File: src/rtl/inep_pkg.sv
package inep_pkg;

    typedef enum logic {
        HOST_IDLE = 1'b0,
        HOST_SEND = 1'b1
    } host_st_e;

    typedef struct packed {
        logic free;
        logic own;
    } fw_flags_t;

endpackage

File: src/rtl/inep_len_store.sv
module inep_len_store #(
    parameter int NB    = 2,
    parameter int LEN_W = 10,
    parameter int IDX_W = 1
) (
    input  logic             clk,
    input  logic             rst_n,
    input  logic             we,
    input  logic [IDX_W-1:0] widx,
    input  logic [LEN_W-1:0] wdata,
    input  logic [IDX_W-1:0] ridx,
    output logic [LEN_W-1:0] rdata
);

    logic [LEN_W-1:0] len_d [NB];
    logic [LEN_W-1:0] len_q [NB];

    for (genvar b = 0; b < NB; b++) begin : g_bank
        always_comb begin
            len_d[b] = len_q[b];
            if (we && (widx == IDX_W'(b))) begin
                len_d[b] = wdata;
            end
        end

        always_ff @(posedge clk or negedge rst_n) begin
            if (!rst_n) begin
                len_q[b] <= '0;
            end else begin
                len_q[b] <= len_d[b];
            end
        end
    end

    assign rdata = len_q[ridx];

endmodule

File: src/rtl/inep_queue.sv
module inep_queue #(
    parameter int NB    = 2,
    parameter int IDX_W = 1,
    parameter int CNT_W = 2
) (
    input  logic             clk,
    input  logic             rst_n,
    input  logic             ep_clr,
    input  logic             push,
    input  logic             pop,
    input  logic             kill_req,
    input  logic             tx_active,
    input  logic             tx_start,
    output logic [IDX_W-1:0] cur_idx,
    output logic [IDX_W-1:0] rd_idx,
    output logic [CNT_W-1:0] busy,
    output logic [CNT_W-1:0] busy_next,
    output logic             kill_pend,
    output logic             kill_fire
);

    typedef struct packed {
        logic [IDX_W-1:0] cur;
        logic [IDX_W-1:0] rd;
        logic [CNT_W-1:0] busy;
        logic             kill;
    } q_state_t;

    q_state_t s_d, s_q;
    logic [CNT_W:0] busy_sum;
    logic           kill_block;
    logic           kill_drop;

    function automatic logic [IDX_W-1:0] step_up(input logic [IDX_W-1:0] v);
        return (v == IDX_W'(NB - 1)) ? '0 : v + 1'b1;
    endfunction

    function automatic logic [IDX_W-1:0] step_down(input logic [IDX_W-1:0] v);
        return (v == '0) ? IDX_W'(NB - 1) : v - 1'b1;
    endfunction

    always_comb begin
        // a sole busy bank that is (or is about to be) on the wire is off limits
        kill_block = (s_q.busy == CNT_W'(1)) && (tx_active || tx_start);
        kill_fire  = s_q.kill && (s_q.busy != '0) && !kill_block && !push && !ep_clr;
        kill_drop  = s_q.kill && (s_q.busy == '0);

        s_d = s_q;
        if (push) begin
            s_d.cur = step_up(s_q.cur);
        end
        if (pop) begin
            s_d.rd = step_up(s_q.rd);
        end
        if (kill_fire) begin
            s_d.cur = step_down(s_q.cur);
        end

        busy_sum = {1'b0, s_q.busy}
                 + {{CNT_W{1'b0}}, push}
                 - {{CNT_W{1'b0}}, pop}
                 - {{CNT_W{1'b0}}, kill_fire};
        s_d.busy = busy_sum[CNT_W-1:0];
        s_d.kill = kill_req || (s_q.kill && !kill_fire && !kill_drop);

        if (ep_clr) begin
            s_d = '0;
        end
    end

    always_ff @(posedge clk or negedge rst_n) begin
        if (!rst_n) begin
            s_q <= '0;
        end else begin
            s_q <= s_d;
        end
    end

    assign cur_idx   = s_q.cur;
    assign rd_idx    = s_q.rd;
    assign busy      = s_q.busy;
    assign busy_next = s_d.busy;
    assign kill_pend = s_q.kill;

    // the count never passes the number of banks
    p_busy_cap_r4: assert property (@(posedge clk) disable iff (!rst_n)
        busy <= CNT_W'(NB));

    // a commit is only offered while a bank is free
    p_push_room_r4: assert property (@(posedge clk) disable iff (!rst_n)
        push |-> (busy < CNT_W'(NB)));

    // an isolated commit adds exactly one busy bank
    p_release_inc_r4: assert property (@(posedge clk) disable iff (!rst_n)
        (push && !pop && !ep_clr) |=> (busy == $past(busy) + CNT_W'(1)));

    // a kill with nothing busy retires at the next edge
    p_kill_clear_r9: assert property (@(posedge clk) disable iff (!rst_n)
        (kill_pend && (busy == '0) && !kill_req) |=> !kill_pend);

endmodule

File: src/rtl/inep_host_port.sv
module inep_host_port
    import inep_pkg::*;
#(
    parameter int IDX_W = 1,
    parameter int CNT_W = 2,
    parameter int LEN_W = 10
) (
    input  logic             clk,
    input  logic             rst_n,
    input  logic             ep_clr,
    input  logic             in_req,
    input  logic             ack,
    input  logic             abort_done,
    input  logic [IDX_W-1:0] rd_idx,
    input  logic [CNT_W-1:0] busy,
    input  logic [LEN_W-1:0] rd_len,
    output logic             tx_start,
    output logic             pop,
    output logic             tx_active,
    output logic [IDX_W-1:0] tx_bank,
    output logic [LEN_W-1:0] tx_len,
    output logic             nak
);

    typedef struct packed {
        host_st_e         st;
        logic [IDX_W-1:0] bank;
        logic [LEN_W-1:0] len;
        logic             nak;
    } hp_state_t;

    hp_state_t h_d, h_q;

    always_comb begin
        tx_start = in_req && (h_q.st == HOST_IDLE) && (busy != '0);
        pop      = ack && (h_q.st == HOST_SEND);

        h_d     = h_q;
        h_d.nak = 1'b0;
        case (h_q.st)
            HOST_IDLE: begin
                if (tx_start) begin
                    h_d.st   = HOST_SEND;
                    h_d.bank = rd_idx;
                    h_d.len  = rd_len;
                end else if (in_req) begin
                    h_d.nak = 1'b1;
                end
            end
            HOST_SEND: begin
                if (ack || abort_done) begin
                    h_d.st = HOST_IDLE;
                end
            end
            default: h_d.st = HOST_IDLE;
        endcase

        if (ep_clr) begin
            h_d = '0;
        end
    end

    always_ff @(posedge clk or negedge rst_n) begin
        if (!rst_n) begin
            h_q <= '0;
        end else begin
            h_q <= h_d;
        end
    end

    assign tx_active = (h_q.st == HOST_SEND);
    assign tx_bank   = h_q.bank;
    assign tx_len    = h_q.len;
    assign nak       = h_q.nak;

    // a bank is only presented while some bank is busy
    p_tx_has_bank_r6: assert property (@(posedge clk) disable iff (!rst_n)
        tx_active |-> (busy != '0));

    // an empty request is answered with a NAK
    p_nak_empty_r8: assert property (@(posedge clk) disable iff (!rst_n)
        (in_req && !tx_active && (busy == '0) && !ep_clr) |=> nak);

endmodule

File: src/rtl/inep_bank_ctrl.sv
module inep_bank_ctrl
    import inep_pkg::*;
#(
    parameter int NUM_BANKS = 2,
    parameter int LEN_W     = 10,
    localparam int IDX_W    = (NUM_BANKS > 1) ? $clog2(NUM_BANKS) : 1,
    localparam int CNT_W    = $clog2(NUM_BANKS + 1)
) (
    input  logic             clk,
    input  logic             rst_n,
    input  logic             fw_irq_en,
    input  logic             fw_free_clr,
    input  logic             fw_release,
    input  logic             fw_kill,
    input  logic             fw_ep_reset,
    input  logic             fw_len_we,
    input  logic [IDX_W-1:0] fw_len_bank,
    input  logic [LEN_W-1:0] fw_len_val,
    input  logic             host_in_req,
    input  logic             host_ack,
    input  logic             host_abort_done,
    output logic             fw_free,
    output logic             fw_own,
    output logic             fw_irq,
    output logic [IDX_W-1:0] fw_cur_bank,
    output logic [CNT_W-1:0] fw_busy_cnt,
    output logic             fw_kill_busy,
    output logic             host_tx_valid,
    output logic [IDX_W-1:0] host_tx_bank,
    output logic [LEN_W-1:0] host_tx_len,
    output logic             host_nak
);

    fw_flags_t        f_d, f_q;
    logic             release_ok;
    logic             rearm;
    logic             tx_start;
    logic             pop;
    logic             kill_fire;
    logic [IDX_W-1:0] rd_idx;
    logic [CNT_W-1:0] busy_next;
    logic [LEN_W-1:0] rd_len;

    assign release_ok = fw_release && f_q.own && !fw_ep_reset;

    inep_len_store #(
        .NB    (NUM_BANKS),
        .LEN_W (LEN_W),
        .IDX_W (IDX_W)
    ) len_i (
        .clk   (clk),
        .rst_n (rst_n),
        .we    (fw_len_we),
        .widx  (fw_len_bank),
        .wdata (fw_len_val),
        .ridx  (rd_idx),
        .rdata (rd_len)
    );

    inep_queue #(
        .NB    (NUM_BANKS),
        .IDX_W (IDX_W),
        .CNT_W (CNT_W)
    ) queue_i (
        .clk       (clk),
        .rst_n     (rst_n),
        .ep_clr    (fw_ep_reset),
        .push      (release_ok),
        .pop       (pop),
        .kill_req  (fw_kill),
        .tx_active (host_tx_valid),
        .tx_start  (tx_start),
        .cur_idx   (fw_cur_bank),
        .rd_idx    (rd_idx),
        .busy      (fw_busy_cnt),
        .busy_next (busy_next),
        .kill_pend (fw_kill_busy),
        .kill_fire (kill_fire)
    );

    inep_host_port #(
        .IDX_W (IDX_W),
        .CNT_W (CNT_W),
        .LEN_W (LEN_W)
    ) host_i (
        .clk        (clk),
        .rst_n      (rst_n),
        .ep_clr     (fw_ep_reset),
        .in_req     (host_in_req),
        .ack        (host_ack),
        .abort_done (host_abort_done),
        .rd_idx     (rd_idx),
        .busy       (fw_busy_cnt),
        .rd_len     (rd_len),
        .tx_start   (tx_start),
        .pop        (pop),
        .tx_active  (host_tx_valid),
        .tx_bank    (host_tx_bank),
        .tx_len     (host_tx_len),
        .nak        (host_nak)
    );

    always_comb begin
        f_d = f_q;
        if (fw_free_clr) begin
            f_d.free = 1'b0;
        end
        if (release_ok) begin
            f_d.own = 1'b0;
        end
        // hand firmware a bank whenever it holds none and one is empty
        rearm = (!f_q.own || release_ok) && (busy_next < CNT_W'(NUM_BANKS));
        if (rearm) begin
            f_d.own  = 1'b1;
            f_d.free = 1'b1;
        end
        if (fw_ep_reset) begin
            f_d = '0;
        end
    end

    always_ff @(posedge clk or negedge rst_n) begin
        if (!rst_n) begin
            f_q <= '0;
        end else begin
            f_q <= f_d;
        end
    end

    assign fw_free = f_q.free;
    assign fw_own  = f_q.own;
    assign fw_irq  = f_q.free && fw_irq_en;

    // ownership is never held while every bank is busy
    p_own_room_r4: assert property (@(posedge clk) disable iff (!rst_n)
        fw_own |-> (fw_busy_cnt < CNT_W'(NUM_BANKS)));

    // acknowledging the free flag does not drop ownership
    p_ack_keeps_own_r3: assert property (@(posedge clk) disable iff (!rst_n)
        (fw_free_clr && fw_own && !fw_release && !fw_ep_reset) |=> fw_own);

    // a removal always lowers the busy count
    p_kill_lowers_r9: assert property (@(posedge clk) disable iff (!rst_n)
        (kill_fire && !pop) |=> (fw_busy_cnt == $past(fw_busy_cnt) - CNT_W'(1)));

endmodule

File: config.mk
export PLATFORM = sky130hd
export DESIGN_NAME = inep_bank_ctrl
export DESIGN_NICKNAME = d
export VERILOG_FILES = /design/src/rtl/inep_pkg.sv /design/src/rtl/inep_len_store.sv /design/src/rtl/inep_queue.sv /design/src/rtl/inep_host_port.sv /design/src/rtl/inep_bank_ctrl.sv
export SDC_FILE = /design/constraint.sdc
export NUM_CORES = 1
export LEC_CHECK = 0
export BUFFER_PORTS_ARGS = -buffer_cell sky130_fd_sc_hd__buf_2
export CAP_MARGIN = 20
export CORE_MARGIN = 5
export CORE_UTILIZATION = 56
export CTS_CLUSTER_DIAMETER = 80
export DETAILED_ROUTE_END_ITERATION = 7
export PLACE_DENSITY = 0.84
export SYNTH_ARGS = -nofsm -noshare
export SYNTH_HDL_FRONTEND = slang
export SYNTH_SLANG_ARGS = --single-unit
File: constraint.sdc
create_clock -name clk -period 4.6 [get_ports clk]
set_input_delay 0.92 -clock clk [delete_from_list [all_inputs] [get_ports clk]]
set_output_delay 0.92 -clock clk [all_outputs]
set_load 0.005 [all_outputs]
==> results of run 1 <==
[metrics by stage]
step | area (sq um) | power, mW
finish | 2068 | 0.7813
global route | 2068 | 0.8251
CTS | 2068 | 0.7922
detailed placement | 1973 | 0.5389
global placement | 1973 | 0.5314
floorplan | 1749 | 0.4926
[final timing paths]
path	end	start	slack, ns
max	fw_free	host_in_req	2.08
min	host_i.tx_len[9]	host_i.tx_len[9]	0.50
max reg2reg	fw_free	host_i.tx_active	2.33
min reg2reg	host_i.tx_len[9]	host_i.tx_len[9]	0.50
max in group asynchronous	queue_i.kill_pend	rst_n	3.40
min in group asynchronous	len_i.len_q[14]	rst_n	0.68
[where the power goes]
part	total, mW	internal (mW)	switching [mW]
clock	0.252	0.144	0.108
combinational	0.116	0.0628	0.0530
sequential	0.414	0.391	0.0229
[state kept, by name, indices dropped and copies added, names as in the netlist]
signal             cells
queue_i.kill_pend      1
host_i.nak             1
len_i.len_q           20
queue_i.rd_idx         1
fw_free                1
fw_own                 1
host_i.tx_bank         1
host_i.tx_len         10
host_i.tx_active       1
queue_i.cur_idx        1
queue_i.busy           2
[synthesized netlist by cell type, types with 2 or more instances]
cell | count | share of area (%)
dfrtp_1 | 40 | 57
mux2_2 | 20 | 13
o2bb2ai_1 | 11 | 5.5
mux2i_1 | 10 | 5.7
nor2_1 | 9 | 1.9
nor2b_1 | 5 | 1.8
inv_1 | 4 | 0.86
a32o_1 | 2 | 1.1
and2_1 | 2 | 0.72
buf_2 | 2 | 0.57
buf_4 | 2 | 0.86
nand2_1 | 2 | 0.43
[routing by layer]
metal	GRT usage [%]	vias to the layer above	routed length, microns
met1	21.12	553	1410
met2	27.66	38	1529
met3	5.102	4	211
li1	-	537	-
met5	0	-	0
met4	3.109	0	24
[layout by cell type (no fill, tap or decap), drive strengths merged, types with 2 or more instances in the layout]
master and n:
o2bb2ai 11, mux2i 10, nand2 2, buf 41, mux2 21, clkbuf 7, dfrtp 40, and2 3
inv 4, nor2 9, nor2b 5, a32o 2
[critical path, cell delays in order]
cell,delay (ns)
buf_2,0.10
and4bb_1,0.30
o21ai_0,0.12
nor2_1,0.13
fa_1,0.43
inv_1,0.07
ha_1,0.16
xnor3_1,0.25
a32o_1,0.26
[kinds of logic (layout without fill, tap and decap cells)]
kind of cell | count (synthesis) | in the layout | synth area share (%)
flip-flops | 40 | 40 | 57.22
adder cells (fa/ha/maj) | 2 | 2 | 1.860
buffers and inverters | 9 | 53 | 2.932
multiplexers | 31 | 31 | 19.24
AO/OA/AOI/OAI | 17 | 17 | 9.013
XOR/XNOR | 2 | 2 | 1.788
AND/OR/NAND/NOR | 25 | 25 | 7.940
[final cells by class]
| class | instances | area share [%] |
|---|---|---|
| Inverter | 4 | 0.7260 |
| Tap cell | 44 | 2.662 |
| Clock inverter | 1 | 1.452 |
| Clock buffer | 7 | 3.146 |
| Sequential cell | 40 | 48.40 |
| Timing Repair Buffer | 41 | 9.921 |
| Multi-Input combinational cell | 77 | 33.70 |
==> flow_summary.ini, run 1 <==
[outcome]
status = completed

[synth]
yosys.cell_types.count = 29
async_flop_share_pct = 100.0
synth_ff_type = dfrtp_1
syn-cell-area_sq_um = 1749
yosys_warnings = 0
syn_area_per_cell_sq_um = 13.88
syn-num-nets = 150
seq_area_frac_synth_pct = 57.22
synth-edff-count = 0
synth_seq_cells = 40
synthCells = 126

[finish]
fillers = 223
syn2layout_area_growth_pct = 18.24
finalNonFillerCells = 214
diodes = 0
regArea_sq_um = 1001
final_core_util_pct = 68.31
multiInputGateArea_sq_um = 696.9
drive_gt1_share_pct = 42.94
finalNetCount = 193

[power]
powerDensity_nw_per_um2 = 377.8
cellLeakagePower_nw = 0.9802
ir_drop_mv = 0.2999

[floorplanning]
core_region_area_sq_um = 3028
rows = 20
dieArea_sq_um = 4341
initial_core_util_pct = 57.77
die_y_microns = 65.89
io_pins = 42
dieWidth_microns = 65.89

[clock_network]
postCtsSetupBuffers = 0
h-tree-depth = 2
root_buffer = clkbuf_4
cts_tree = done
postCtsResizedCells = 0
cts_hold_buffers = 0
cts_buffer_depth = 2
clock_latency_ns = 0.33
cts_made_buffers = 5
clock_sink_count = 40
clkTransAtPathRegs_ns = 0.12

[grt]
grt_pass1_vias = 1164
overflow = 0
grt_pass1_wl_microns = 5457
grt_max_degree = 41
antenna_found_initial = 0
grt_usage_pct = 16.49

[detailed_routing]
num_vias = 1132
ant_nets = 0
vias_per_cell = 5.290
wl_microns = 3176
drt-initial-drc-count = 47
drt-wirelength-per-cell_microns = 14.84
drc = 0
dr.pass1.iters = 4

[sta]
post-route-min-period_ns = 2.516
maxSlewHeadroom_pct = 35.63
hold_viol = 0
maxSlewViolCount = 0
worst_pin_slew_ns = 0.9636
fmax_ghz = 0.3974
rsz0062_at_grt = no
holdWs_ns = 0.4986
finalSetupTns_ns = 0
skew_ns = 0.009423
finalCritPeriodShare_pct = 54.70
worst_slack_ns = 2.084
setup_viol = 0

[placed_design]
dp_slack_ns = 1.723
place_hpwl_microns = 2255
io_buffer_count = 41
place_inst = 206
gp_congestion = 0.7677

[worst_setup_path]
rr_worst_depth = 8
crit_path_start_kind = input port
required_ns = 4.82
critPathMaxFanout = 3
crit_type = input port to flip-flop
end_kind = flip-flop
crit_arrival_ns = 2.74

[run]
cap_violations = 0

[hold_path]
hold_path_class = flip-flop to flip-flop
holdPathStages = 1
(Power assumes the default switching activity.)
==> inputs of run 2 (changes only) <==
Settings changed: CORE_UTILIZATION 56 to 47, PLACE_DENSITY 0.84 to 0.75.
Clock period 4.6 ns to 2.2 ns, I/O delays scaled along.
==> flow_summary.ini, run 2 (synthesis results as in run 1) <==
[finish]
diodes = 0
syn2layout_area_growth_pct = 21.75
layout_common_cells = 41 x buf_2, 40 x dfrtp_1, 20 x mux2_2
post-route-cell-area_sq_um = 2130
final_common_cell = buf_2
finalNetCount = 198
drive_gt1_share_pct = 45.14
largest_register = len_i.len_q
largest_reg_flops = 20
final_core_util_pct = 58.61

[clock_network]
clkTransAtPathRegs_ns = 0.07
cts_made_buffers = 5
clock_sink_count = 40
cts_tree = done
h-tree-depth = 2
cts_buffer_depth = 2
root_buffer = clkbuf_8
clock_latency_ns = 0.29

[detailed_routing]
dr.pass1.iters = 2
wl_met3_microns = 178
ant_nets = 0
vias_per_cell = 5.193
highest_layer = met4
num_vias = 1158
drc = 0
drt-met1-wl_microns = 1453
wl_met2_microns = 1699
drt-initial-drc-count = 32
drt-wirelength-per-cell_microns = 15.15
wl_microns = 3378

[sta]
hold_viol = 0
rsz0062_at_grt = no
finalSetupTns_ns = 0
fmax_ghz = 0.4709
skew_ns = 0.006708
maxSlewHeadroom_pct = 43.52
maxSlewViolCount = 0
worst_slack_ns = 0.07659
finalCritPeriodShare_pct = 96.52
worst_pin_slew_ns = 0.8472
setup_viol = 0
post-route-min-period_ns = 2.123

[floorplanning]
core_region_area_sq_um = 3633
dieWidth_microns = 71.01
die_y_microns = 71.01
dieArea_sq_um = 5042
io_pins = 42
rows = 22
initial_core_util_pct = 48.14

[outcome]
status = completed

[power]
ir_drop_mv = 0.5178
powerDensity_nw_per_um2 = 795.4
seqPwrFrac_pct = 51.1
comb_power_share_pct = 15.3
power_frac_clock_pct = 33.6
p_switching_mw = 0.3990
p_int_mw = 1.295
p_total_mw = 1.694
switching_share_pct = 23.56
cellLeakagePower_nw = 1.009

[worst_setup_path]
r2r_end = fw_free
required_ns = 2.37
reg2reg_from = queue_i.busy[0]
crit_path_start_kind = flip-flop
crit_type = flip-flop to flip-flop
crit_arrival_ns = 2.30
end_kind = flip-flop
r2r_slack_ns = 0.08
critPathLaunch = queue_i.busy[0]
rr_worst_depth = 8
crit_end = fw_free
critPathMaxFanout = 4

[placed_design]
io_buffer_count = 41
gp_congestion = 0.7919
dpl-instance-area_sq_um = 2008
place_hpwl_microns = 2437
dp_slack_ns = -0.1764

[grt]
antenna_found_initial = 0
overflow = 0
grt_usage_pct = 14.29
grt_pass1_wl_microns = 5526
grt_pass1_vias = 1164
grt_max_degree = 41

[hold_path]
hold_path_class = input port to async pin

[run]
cap_violations = 0
## run 2: what timing repair did
item                       in CTS  in global routing
buffers inserted                0                  1
pin swaps                       0                  2
setup endpoints to repair       1                  1
resized for setup               1                  2
hold buffers                    0                  0
## run 2: worst min-delay path by stage
| stage | end | slack (ns) | from |
|---|---|---|---|
| after floorplan | fw_free | 0.14 | rst_n |
| after CTS | len_i.len_q[14] | 0.28 | rst_n |
| after detailed placement | host_i.tx_len[4] | 0.47 | host_i.tx_len[4] |
| after global placement | host_i.tx_len[8] | 0.46 | host_i.tx_len[8] |
| final | queue_i.kill_pend | 0.26 | rst_n |
| after global routing | queue_i.kill_pend | 0.33 | rst_n |
## run 2: area by class of cell
type                       instances  area [sq um]
timing repair buffer              46         242.7
inverter                           4         15.01
sequential                        40          1001
tap                               48         60.06
clock buffer                       6         72.57
clock inverter                     2         35.03
multi-input combinational         77         703.2
fill                             318          1504
## run 2: worst max-delay path, cell delays in order (launching register included)
cell and delay [ns]:
dfrtp_1 0.40, and4bb_1 0.24, o21ai_2 0.15, nor2_2 0.05
fa_1 0.47, inv_1 0.04, ha_1 0.17, xnor3_1 0.22
a32o_1 0.27
## run 2: metrics by stage
| step | cells | hold WS (ns) |
|---|---|---|
| 2_1_floorplan | 126 | 0.1444 |
| 3_3_place_gp | 214 | 0.4644 |
| 3_5_place_dp | 214 | 0.4688 |
| 4_1_cts | 222 | 0.2828 |
| 5_1_grt | 223 | 0.3277 |
| 6_report | 223 | 0.2589 |
## run 2: routing by layer
metal,GRT usage (%),vias up
li1,-,541
met1,17.51,591
met2,23.27,21
met3,5.256,5
met4,5.010,0
met5,0,-
## run 2: power by group through the flow
stage | sequential [mW] | combinational (mW) | clock [mW]
global route | 0.877 | 0.287 | 0.626
CTS | 0.866 | 0.259 | 0.596
global placement | 0.874 | 0.247 | 0
floorplan | 0.870 | 0.160 | 0
detailed placement | 0.880 | 0.257 | 0
finish | 0.865 | 0.259 | 0.570
